===== src/rtl/fpc_pkg.sv =====
package fpc_pkg;
  typedef enum logic [1:0] {
    ST_IDLE  = 2'd0,
    ST_CMD   = 2'd1,
    ST_POLL  = 2'd2,
    ST_CHECK = 2'd3
  } fpc_state_t;

  localparam logic [14:0] KEY_ADDR_A = 15'h5555;
  localparam logic [14:0] KEY_ADDR_B = 15'h2AAA;
  localparam logic [7:0]  KEY_DAT_A  = 8'hAA;
  localparam logic [7:0]  KEY_DAT_B  = 8'h55;
  localparam logic [7:0]  OP_PROG    = 8'hA0;
  localparam logic [7:0]  OP_ERASE_1 = 8'h80;
  localparam logic [7:0]  OP_ERASE_2 = 8'h10;
  localparam int          STEP_W     = 3;
endpackage


===== src/rtl/fpc_cmd_table.sv =====
module fpc_cmd_table
  import fpc_pkg::*;
#(
  parameter int AW = 19,
  parameter int DW = 8
) (
  input  logic              is_erase,
  input  logic [STEP_W-1:0] step,
  input  logic [AW-1:0]     tgt_addr,
  input  logic [DW-1:0]     tgt_data,
  output logic [AW-1:0]     cmd_addr,
  output logic [DW-1:0]     cmd_data,
  output logic              cmd_last
);
  localparam logic [AW-1:0] ADDR_A = AW'(KEY_ADDR_A);
  localparam logic [AW-1:0] ADDR_B = AW'(KEY_ADDR_B);

  always_comb begin
    cmd_addr = ADDR_A;
    cmd_data = DW'(KEY_DAT_A);
    cmd_last = 1'b0;
    unique case (step)
      3'd0: begin cmd_addr = ADDR_A; cmd_data = DW'(KEY_DAT_A); end
      3'd1: begin cmd_addr = ADDR_B; cmd_data = DW'(KEY_DAT_B); end
      3'd2: begin
        cmd_addr = ADDR_A;
        cmd_data = is_erase ? DW'(OP_ERASE_1) : DW'(OP_PROG);
      end
      3'd3: begin
        if (is_erase) begin
          cmd_addr = ADDR_A; cmd_data = DW'(KEY_DAT_A);
        end else begin
          cmd_addr = tgt_addr; cmd_data = tgt_data; cmd_last = 1'b1;
        end
      end
      3'd4: begin cmd_addr = ADDR_B; cmd_data = DW'(KEY_DAT_B); end
      3'd5: begin cmd_addr = ADDR_A; cmd_data = DW'(OP_ERASE_2); cmd_last = 1'b1; end
      default: begin cmd_addr = ADDR_A; cmd_data = DW'(KEY_DAT_A); cmd_last = 1'b1; end
    endcase
  end
endmodule


===== src/rtl/fpc_poll_judge.sv =====
module fpc_poll_judge #(
  parameter int DW = 8
) (
  input  logic          clk,
  input  logic          rst_n,
  input  logic          clear,
  input  logic          sample,
  input  logic          use_toggle,
  input  logic          exp_bit7,
  input  logic [DW-1:0] rdata,
  output logic          complete
);
  logic have_prev;
  logic prev_b6;

  always_ff @(posedge clk or negedge rst_n) begin
    if (!rst_n) begin
      have_prev <= 1'b0;
      prev_b6   <= 1'b0;
    end else if (clear) begin
      have_prev <= 1'b0;
    end else if (sample) begin
      have_prev <= 1'b1;
      prev_b6   <= rdata[6];
    end
  end

  always_comb begin
    if (use_toggle) complete = have_prev && (rdata[6] == prev_b6);
    else            complete = (rdata[7] == exp_bit7);
  end
endmodule


===== src/rtl/flash_poll_ctrl.sv =====
module flash_poll_ctrl
  import fpc_pkg::*;
#(
  parameter int AW        = 19,
  parameter int DW        = 8,
  parameter int MAX_POLLS = 4096
) (
  input  logic          clk,
  input  logic          rst_n,
  input  logic          req_valid,
  output logic          req_ready,
  input  logic          req_erase,
  input  logic          req_toggle,
  input  logic [AW-1:0] req_addr,
  input  logic [DW-1:0] req_data,
  output logic          bus_valid,
  input  logic          bus_ready,
  output logic          bus_we,
  output logic [AW-1:0] bus_addr,
  output logic [DW-1:0] bus_wdata,
  input  logic [DW-1:0] bus_rdata,
  output logic          done,
  output logic          err,
  output logic          tmo
);
  localparam int PCW = $clog2(MAX_POLLS + 1);
  localparam logic [PCW-1:0] POLL_LAST = PCW'(MAX_POLLS - 1);

  fpc_state_t        state;
  logic              op_erase, op_toggle;
  logic [AW-1:0]     op_addr;
  logic [DW-1:0]     op_data;
  logic [STEP_W-1:0] step;
  logic [PCW-1:0]    polls;
  logic              done_q, err_q, tmo_q;

  logic [AW-1:0] tbl_addr;
  logic [DW-1:0] tbl_data;
  logic          tbl_last;
  logic          xfer, fin, accept;
  logic [DW-1:0] expect_byte;

  assign accept    = req_valid && req_ready;
  assign req_ready = (state == ST_IDLE);
  assign bus_valid = (state != ST_IDLE);
  assign bus_we    = (state == ST_CMD);
  assign bus_addr  = (state == ST_CMD) ? tbl_addr : op_addr;
  assign bus_wdata = tbl_data;
  assign xfer      = bus_valid && bus_ready;
  assign expect_byte = op_erase ? {DW{1'b1}} : op_data;
  assign done = done_q;
  assign err  = err_q;
  assign tmo  = tmo_q;

  fpc_cmd_table #(.AW(AW), .DW(DW)) u_table (
    .is_erase (op_erase),
    .step     (step),
    .tgt_addr (op_addr),
    .tgt_data (op_data),
    .cmd_addr (tbl_addr),
    .cmd_data (tbl_data),
    .cmd_last (tbl_last)
  );

  fpc_poll_judge #(.DW(DW)) u_judge (
    .clk        (clk),
    .rst_n      (rst_n),
    .clear      (accept),
    .sample     (xfer && (state == ST_POLL)),
    .use_toggle (op_toggle),
    .exp_bit7   (op_data[7]),
    .rdata      (bus_rdata),
    .complete   (fin)
  );

  always_ff @(posedge clk or negedge rst_n) begin
    if (!rst_n) begin
      state     <= ST_IDLE;
      op_erase  <= 1'b0;
      op_toggle <= 1'b0;
      op_addr   <= '0;
      op_data   <= '0;
      step      <= '0;
      polls     <= '0;
      done_q    <= 1'b0;
      err_q     <= 1'b0;
      tmo_q     <= 1'b0;
    end else begin
      done_q <= 1'b0;
      err_q  <= 1'b0;
      tmo_q  <= 1'b0;
      unique case (state)
        ST_IDLE: if (accept) begin
          op_erase  <= req_erase;
          op_toggle <= req_erase | req_toggle;
          op_addr   <= req_addr;
          op_data   <= req_data;
          step      <= '0;
          state     <= ST_CMD;
        end
        ST_CMD: if (xfer) begin
          if (tbl_last) begin
            polls <= '0;
            state <= ST_POLL;
          end else begin
            step <= step + 1'b1;
          end
        end
        ST_POLL: if (xfer) begin
          if (fin) begin
            state <= ST_CHECK;
          end else if (polls == POLL_LAST) begin
            done_q <= 1'b1;
            tmo_q  <= 1'b1;
            state  <= ST_IDLE;
          end else begin
            polls <= polls + 1'b1;
          end
        end
        ST_CHECK: if (xfer) begin
          done_q <= 1'b1;
          err_q  <= (bus_rdata != expect_byte);
          state  <= ST_IDLE;
        end
        default: state <= ST_IDLE;
      endcase
    end
  end
endmodule


===== config.mk =====
export PLATFORM = sky130hd
export DESIGN_NAME = flash_poll_ctrl
export DESIGN_NICKNAME = d
export VERILOG_FILES = /design/src/rtl/fpc_pkg.sv /design/src/rtl/fpc_cmd_table.sv /design/src/rtl/fpc_poll_judge.sv /design/src/rtl/flash_poll_ctrl.sv
export SDC_FILE = /design/constraint.sdc
export NUM_CORES = 1
export LEC_CHECK = 0
export BUFFER_PORTS_ARGS = -buffer_cell sky130_fd_sc_hd__buf_2
export CORE_ASPECT_RATIO = 0.75
export CORE_MARGIN = 4
export CORE_UTILIZATION = 25
export DETAILED_ROUTE_END_ITERATION = 7
export GPL_ROUTABILITY_DRIVEN = 0
export MAX_ROUTING_LAYER = met4
export PLACE_DENSITY = 0.56
export SYNTH_ARGS = -nofsm -noshare
export SYNTH_HDL_FRONTEND = slang
export SYNTH_SLANG_ARGS = --single-unit

===== constraint.sdc =====
create_clock -name clk -period 6.7 [get_ports clk]
set_input_delay 0.67 -clock clk [delete_from_list [all_inputs] [get_ports clk]]
set_output_delay 0.67 -clock clk [all_outputs]
set_load 0.1 [all_outputs]

; ---- Word level (Yosys, flattened, before mapping)
; Cells that the tools add are included.
[word_totals]
ff_bits = 52
in_bits = 41
out_inout_bits = 33
[op_classes]
n_reduce_logical = 17
bitwise = 2
mux = 38
n_eq_ne = 21
addsub = 2
[op_table]
columns = operator, count
row1 = $mux 13, 5
row2 = $mux 19, 2
row3 = $pmux 19 s2, 1
row4 = $pmux 8 s4, 1
row5 = $pmux 13 s2, 1
row6 = $mux 8, 2
row7 = $mux 2, 7
row8 = $add 13x1->13 const B, 1
row9 = $eq 13x12->1 const B, 1
row10 = $reduce_and 6->1, 2
row11 = $mux 1, 11
row12 = $ne 2x2->1 const B, 5
row13 = $mux 3, 3
row14 = $ne 8x8->1, 1
row15 = $pmux 2 s4, 1
row16 = $reduce_bool 2->1, 4
row17 = $eq 3x2->1 const B, 2
row18 = $eq 3x3->1 const B, 2
row19 = $mux 6, 1
row20 = $ne 2x1->1 const B, 3
row21 = $pmux 3 s2, 1
row22 = $eq 2x2->1 const B, 2
row23 = $logic_and 1x1->1, 4
row24 = $pmux 1 s2, 2
row25 = 13 further kinds, 15

; ---- Logic depth before layout (Yosys ltp)
[depth]
ltp_word = 6
mapped_depth = 8
depth_no_buf = 7

; ---- By module
; A second synthesis with hierarchy kept.
[hier_totals]
hier_cells = 340
hier_area_um2 = 3316.9
[by_module_without_submodules]
columns = mod, area_per_inst_um2, cells_per_inst, instances, seq_area_each_um2
row1 = flash_poll_ctrl, 2731.4, 249, 1, 1251.2
row2 = fpc_cmd_table, 471.7, 81, 1, 0.0
row3 = fpc_poll_judge, 113.9, 10, 1, 50.0

; ---- Worst setup path before layout
; Ideal clock, no wire load.
[synth_path]
path_kind = register to output
startpoint = register step[0]
endpoint = output port bus_wdata[0]
required_ns = 6.030
path_stages_with_launch = 6
t_arrival_ns = 2.664
n_path_buf = 0
path_slack_ns = 3.366
cell_sequence = dfrtp_1 ha_1 ha_1 nor2b_1 nand2_1 a21oi_1
[synth_via]
elab_chain_len = 3
word_cells_on_any_way = 7
cone_classes = eq/ne (5) / mux (1) / reduce/logical (1)
[synth_lines]
columns = item, line_no
row1 = from (decl), flash_poll_ctrl.sv:33  ; logic [STEP_W-1:0] step;
row2 = from (signal assigned), flash_poll_ctrl.sv:106  ; step <= step + 1'b1;
row3 = $eq 3x1->1 / $eq 3x3->1 (equally long branches), fpc_cmd_table.sv:22  ; unique case (step)
row4 = $reduce_or 2->1 (no line), n/a
row5 = $pmux 8 s4 (*), fpc_cmd_table.sv:22
row6 = to (decl), flash_poll_ctrl.sv:20  ; output logic [DW-1:0] bus_wdata,
; Every way passes the cells marked *; elsewhere a longest branch is shown, timed or not.

; ---- Worst setup path in the final report
[layout_path]
startpoint = register step[0]
endpoint = output port bus_addr[15]
[layout_via]
elab_chain_len = 4
word_cells_on_any_way = 6
cone_classes = eq/ne (3) / mux (2) / reduce/logical (1)
[layout_lines]
columns = item, line_no
row1 = $eq 3x1->1 / $eq 3x3->1 (equally long branches), fpc_cmd_table.sv:22
row2 = $reduce_or 2->1 (no line), n/a
row3 = $pmux 19 s2 (*), fpc_cmd_table.sv:22
row4 = $mux 19 (*), flash_poll_ctrl.sv:47  ; assign bus_addr = (state == ST_CMD) ? tbl_addr : op_addr;
row5 = to (decl), flash_poll_ctrl.sv:19  ; output logic [AW-1:0] bus_addr,
; Marked as above.

==> results.md <==
- Cell accounting for the most synthesized area: dfrtp_1
- Yosys top cell area share: 45.75%
- Number of H-tree levels: 2
- GR Util All Layers: 11.77%
- Cell repeated most along the worst path: ha_1
- Worst hold path startpoint: op_addr[18]$_DFFE_PN0P_
- Diode count: 0
- Highest routing layer actually used: met4
- Number of CTS-inserted buffers: 5
- R2R Path Start: step[0]$_DFFE_PN0P_
- Result of the run: finished, final reports clean
- Total standard cell area after synthesis: 0.002844 mm2
- Sequential area share after synthesis: 45.75%
- Pin count of the biggest net entering global routing: 53
- Setup Fix Bufs, Post-CTS: 0
- Count of filler cells inserted in the layout: 1128
- Unrepaired setup endpoints after global routing: no
- Share of synthesized registers carrying an async set or reset: 100.0%
- Dominant synthesized flop cell: dfrtp_1
- Clock transition time at the flip-flop clock pins of the worst setup and hold paths: 0.07 ns
- Maximum buffer depth of the clock tree: 2
- Post-layout utilization of the core: 31.80%
- Hold path depth: 1
- DP Wirelength: 5.300 mm
- Endpoints failing setup: 0
- Proportion of synthesized area in mux cells: 12.19%
- Worst R2R End: polls[4]$_DFFE_PN0P_
- Post-Synthesis Cells: 282
- Count of vias placed by the detailed router: 2408
- Basic-gate share of the synthesized area counting and, or, nand and nor cells: 14.12%
- Post-synth EDFFs: 0
- Clock tree skew after final layout: 0.006519 ns
- Syn_nets: 329
- First drt pass iteration count: 4
- Met3 Routed Length: 359 um
- Maximum achievable frequency: 296.2 MHz
- Initial Util: 25.80%
- Capturing element type of the critical path: primary output
- DR WL met2: 3.094 mm
- PortBufs: 73
- Number of top-level pins: 74
- Setup Crit Path Kind: reg -> out
- Share of the synthesized netlist area taken by xor and xnor gates: 1.848%
- Antenna-violating nets left: 0
- Worst slew margin relative to its limit: 48.48%
- Routed wirelength normalized by instance count: 14.81 um
- Total DRC errors in the routed layout: 0
- Via count of the first global-routing pass: 2475
- Reg-to-reg slack, setup: 4.00 ns
- Number of nets in the layout: 400
- Average vias per placed instance: 4.874
- Layout cells sized above 1: 33.62%
- Critical path launch point type: register
- Buffer type at the clock tree root: clkbuf_16
- Floorplan die width: 131.2 um
- Die Y-Extent: 100.4 um
- Worst Reg-to-Reg Cells: 7
- Final Hold Vio Count: 0
- Cell with the biggest individual delay on the critical path: nor2b_1
- Measured slew at the worst slew-check pin: 0.7533 ns
- DRC marker count from the first detailed-route iteration: 112
- Synth top area cells: dfrtp_1 (46%), mux2_2 (11%), o21ai_0 (3.3%)
- Placeable core region: 0.01102 mm2
- DRT met1 WL: 3.761 mm
- Hold bufs inserted after CTS: 0
- Resize count post-CTS: 0
- Final period util: 50.39%
- Leading cell types by count after synthesis: dfrtp_1 (52), mux2_2 (29), nand2_1 (23)
- Setup tns final: 0 ns
- Mean instance size in the synthesized netlist: 10.09 um2
- Flip-flop and latch count after synthesis: 52
- Main combinational cell family by area after synthesis: compound AO/OA/AOI/OAI gates
- Worst Setup Slack, final: 3.324 ns
- Most frequently used cell type in the post-synthesis netlist: dfrtp_1
- Area fraction in compound gates after synthesis: 20.19%
- Syn. warnings: 0
- Clock latency at the later pin of the worst-skew pair: 0.29 ns
- Total routed wirelength: 7.315 mm
- Post-layout minimum cycle time: 3.376 ns
- Post-synthesis share of cell area spent on full adders, half adders and majority gates: 2.640%
- Number of antenna violations at the first check in global routing: 0
- Clock sinks: 52
- Area growth from synthesis to layout: 23.27%
- First-pass GRT wire length: 12.29 mm
- Clock tree from TritonCTS: built
- Number of distinct standard cells referenced by the synthesized netlist: 49
- Max-Cap Viols: 0
- Class of the tightest hold or removal check: reg -> reg
- Die footprint: 0.01316 mm2
- Number of placement rows: 33
- Remaining Overflow, GRT: 0
- Critical-path maximum fanout: 11
- Delay of the slowest critical-path stage: 0.52 ns
- Crit path required time: 6.03 ns
- Critical Path AT: 2.71 ns
- Worst path cell trace: ha_1, ha_1, nor2b_1, nand2b_1, and2_1, buf_2
- Post-place setup slack: 3.664 ns
- Max-slew violations: 0
- Sink of the worst hold path: op_addr[18]$_DFFE_PN0P_
[sequential cells by signal (all words and copies together) (netlist names)]
name and cells:
done 1, err 1, op_addr 19, op_data 8
op_erase 1, op_toggle 1, polls 13, state 2
step 3, tmo 1, u_judge.have_prev 1, u_judge.prev_b6 1
[worst max-delay path by stage]
stage / from / end / slack (ns)
floorplan: step[0]$_DFFE_PN0P_ / bus_wdata[0] / 3.37
global placement: step[0]$_DFFE_PN0P_ / bus_addr[15] / 3.83
detailed placement: step[0]$_DFFE_PN0P_ / bus_addr[15] / 3.66
CTS: step[0]$_DFFE_PN0P_ / bus_addr[15] / 3.30
global route: step[0]$_DFFE_PN0P_ / bus_addr[18] / 3.07
finish: step[0]$_DFFE_PN0P_ / bus_addr[15] / 3.32
[through the flow]
step | area [um2] | instances | hold WS (ns)
CTS | 3506 | 494 | 0.5029
floorplan | 2844 | 282 | 0.3744
global route | 3506 | 494 | 0.5281
detailed placement | 3359 | 486 | 0.4875
global placement | 3359 | 486 | 0.4919
finish | 3506 | 494 | 0.4999
[kinds of logic (layout without fill, tap and decap cells)]
group           count (synthesis)  after routing
fa+ha+maj                       6              6
flops                          52             52
xor+xnor                        6              6
compound gates                 84             84
mux                            31             31
simple gates                   80             80
buf+inv                        23             95
[worst max-delay path, delay by kind of cell, from the launching register on]
| family | cells | cell delay, ns |
|---|---|---|
| buffers and inverters | 1 | 0.42 |
| and+or+nand+nor | 3 | 1.14 |
| DFF | 1 | 0.41 |
| adders and majority gates | 2 | 0.44 |
[cell type report]
| type | count | area (um2) | area share (%) |
|---|---|---|---|
| clock buffers | 8 | 146.4 | 4.176 |
| well taps | 140 | 175.2 | 4.996 |
| inverters | 10 | 37.54 | 1.071 |
| repair buffers | 77 | 395.4 | 11.28 |
| flip-flops and latches | 52 | 1301 | 37.12 |
| multi-input cells | 207 | 1450 | 41.36 |
[layout by cell type (no fill, tap or decap), drive strengths merged, types with 2 or more instances in the layout]
cell and instances:
o21a 9, o21ai 19, dfrtp 52, clkbuf 8, o31ai 4, xor2 4, a21o 9, nand3 10
o2bb2ai 2, nand2 23, nor4 4, nand2b 4, mux2 29, a31oi 10, and2 7, nand4 2
inv 10, a21oi 17, nor2b 2, nor2 14, ha 6, xnor2 2, or3 4, mux2i 2
buf 77, o22ai 2, a41oi 2, nor3 5
[per-layer routing]
| layer | track usage (%) | up-vias |
|---|---|---|
| li1 | - | 1171 |
| met1 | 16.38 | 1161 |
| met5 | - | - |
| met2 | 17.44 | 67 |
| met3 | 2.555 | 9 |
| met4 | 3.228 | 0 |
Power is left out: the tool's default activity adds up to more than one toggle a clock period on the data nets, which glitch-free logic cannot reach.
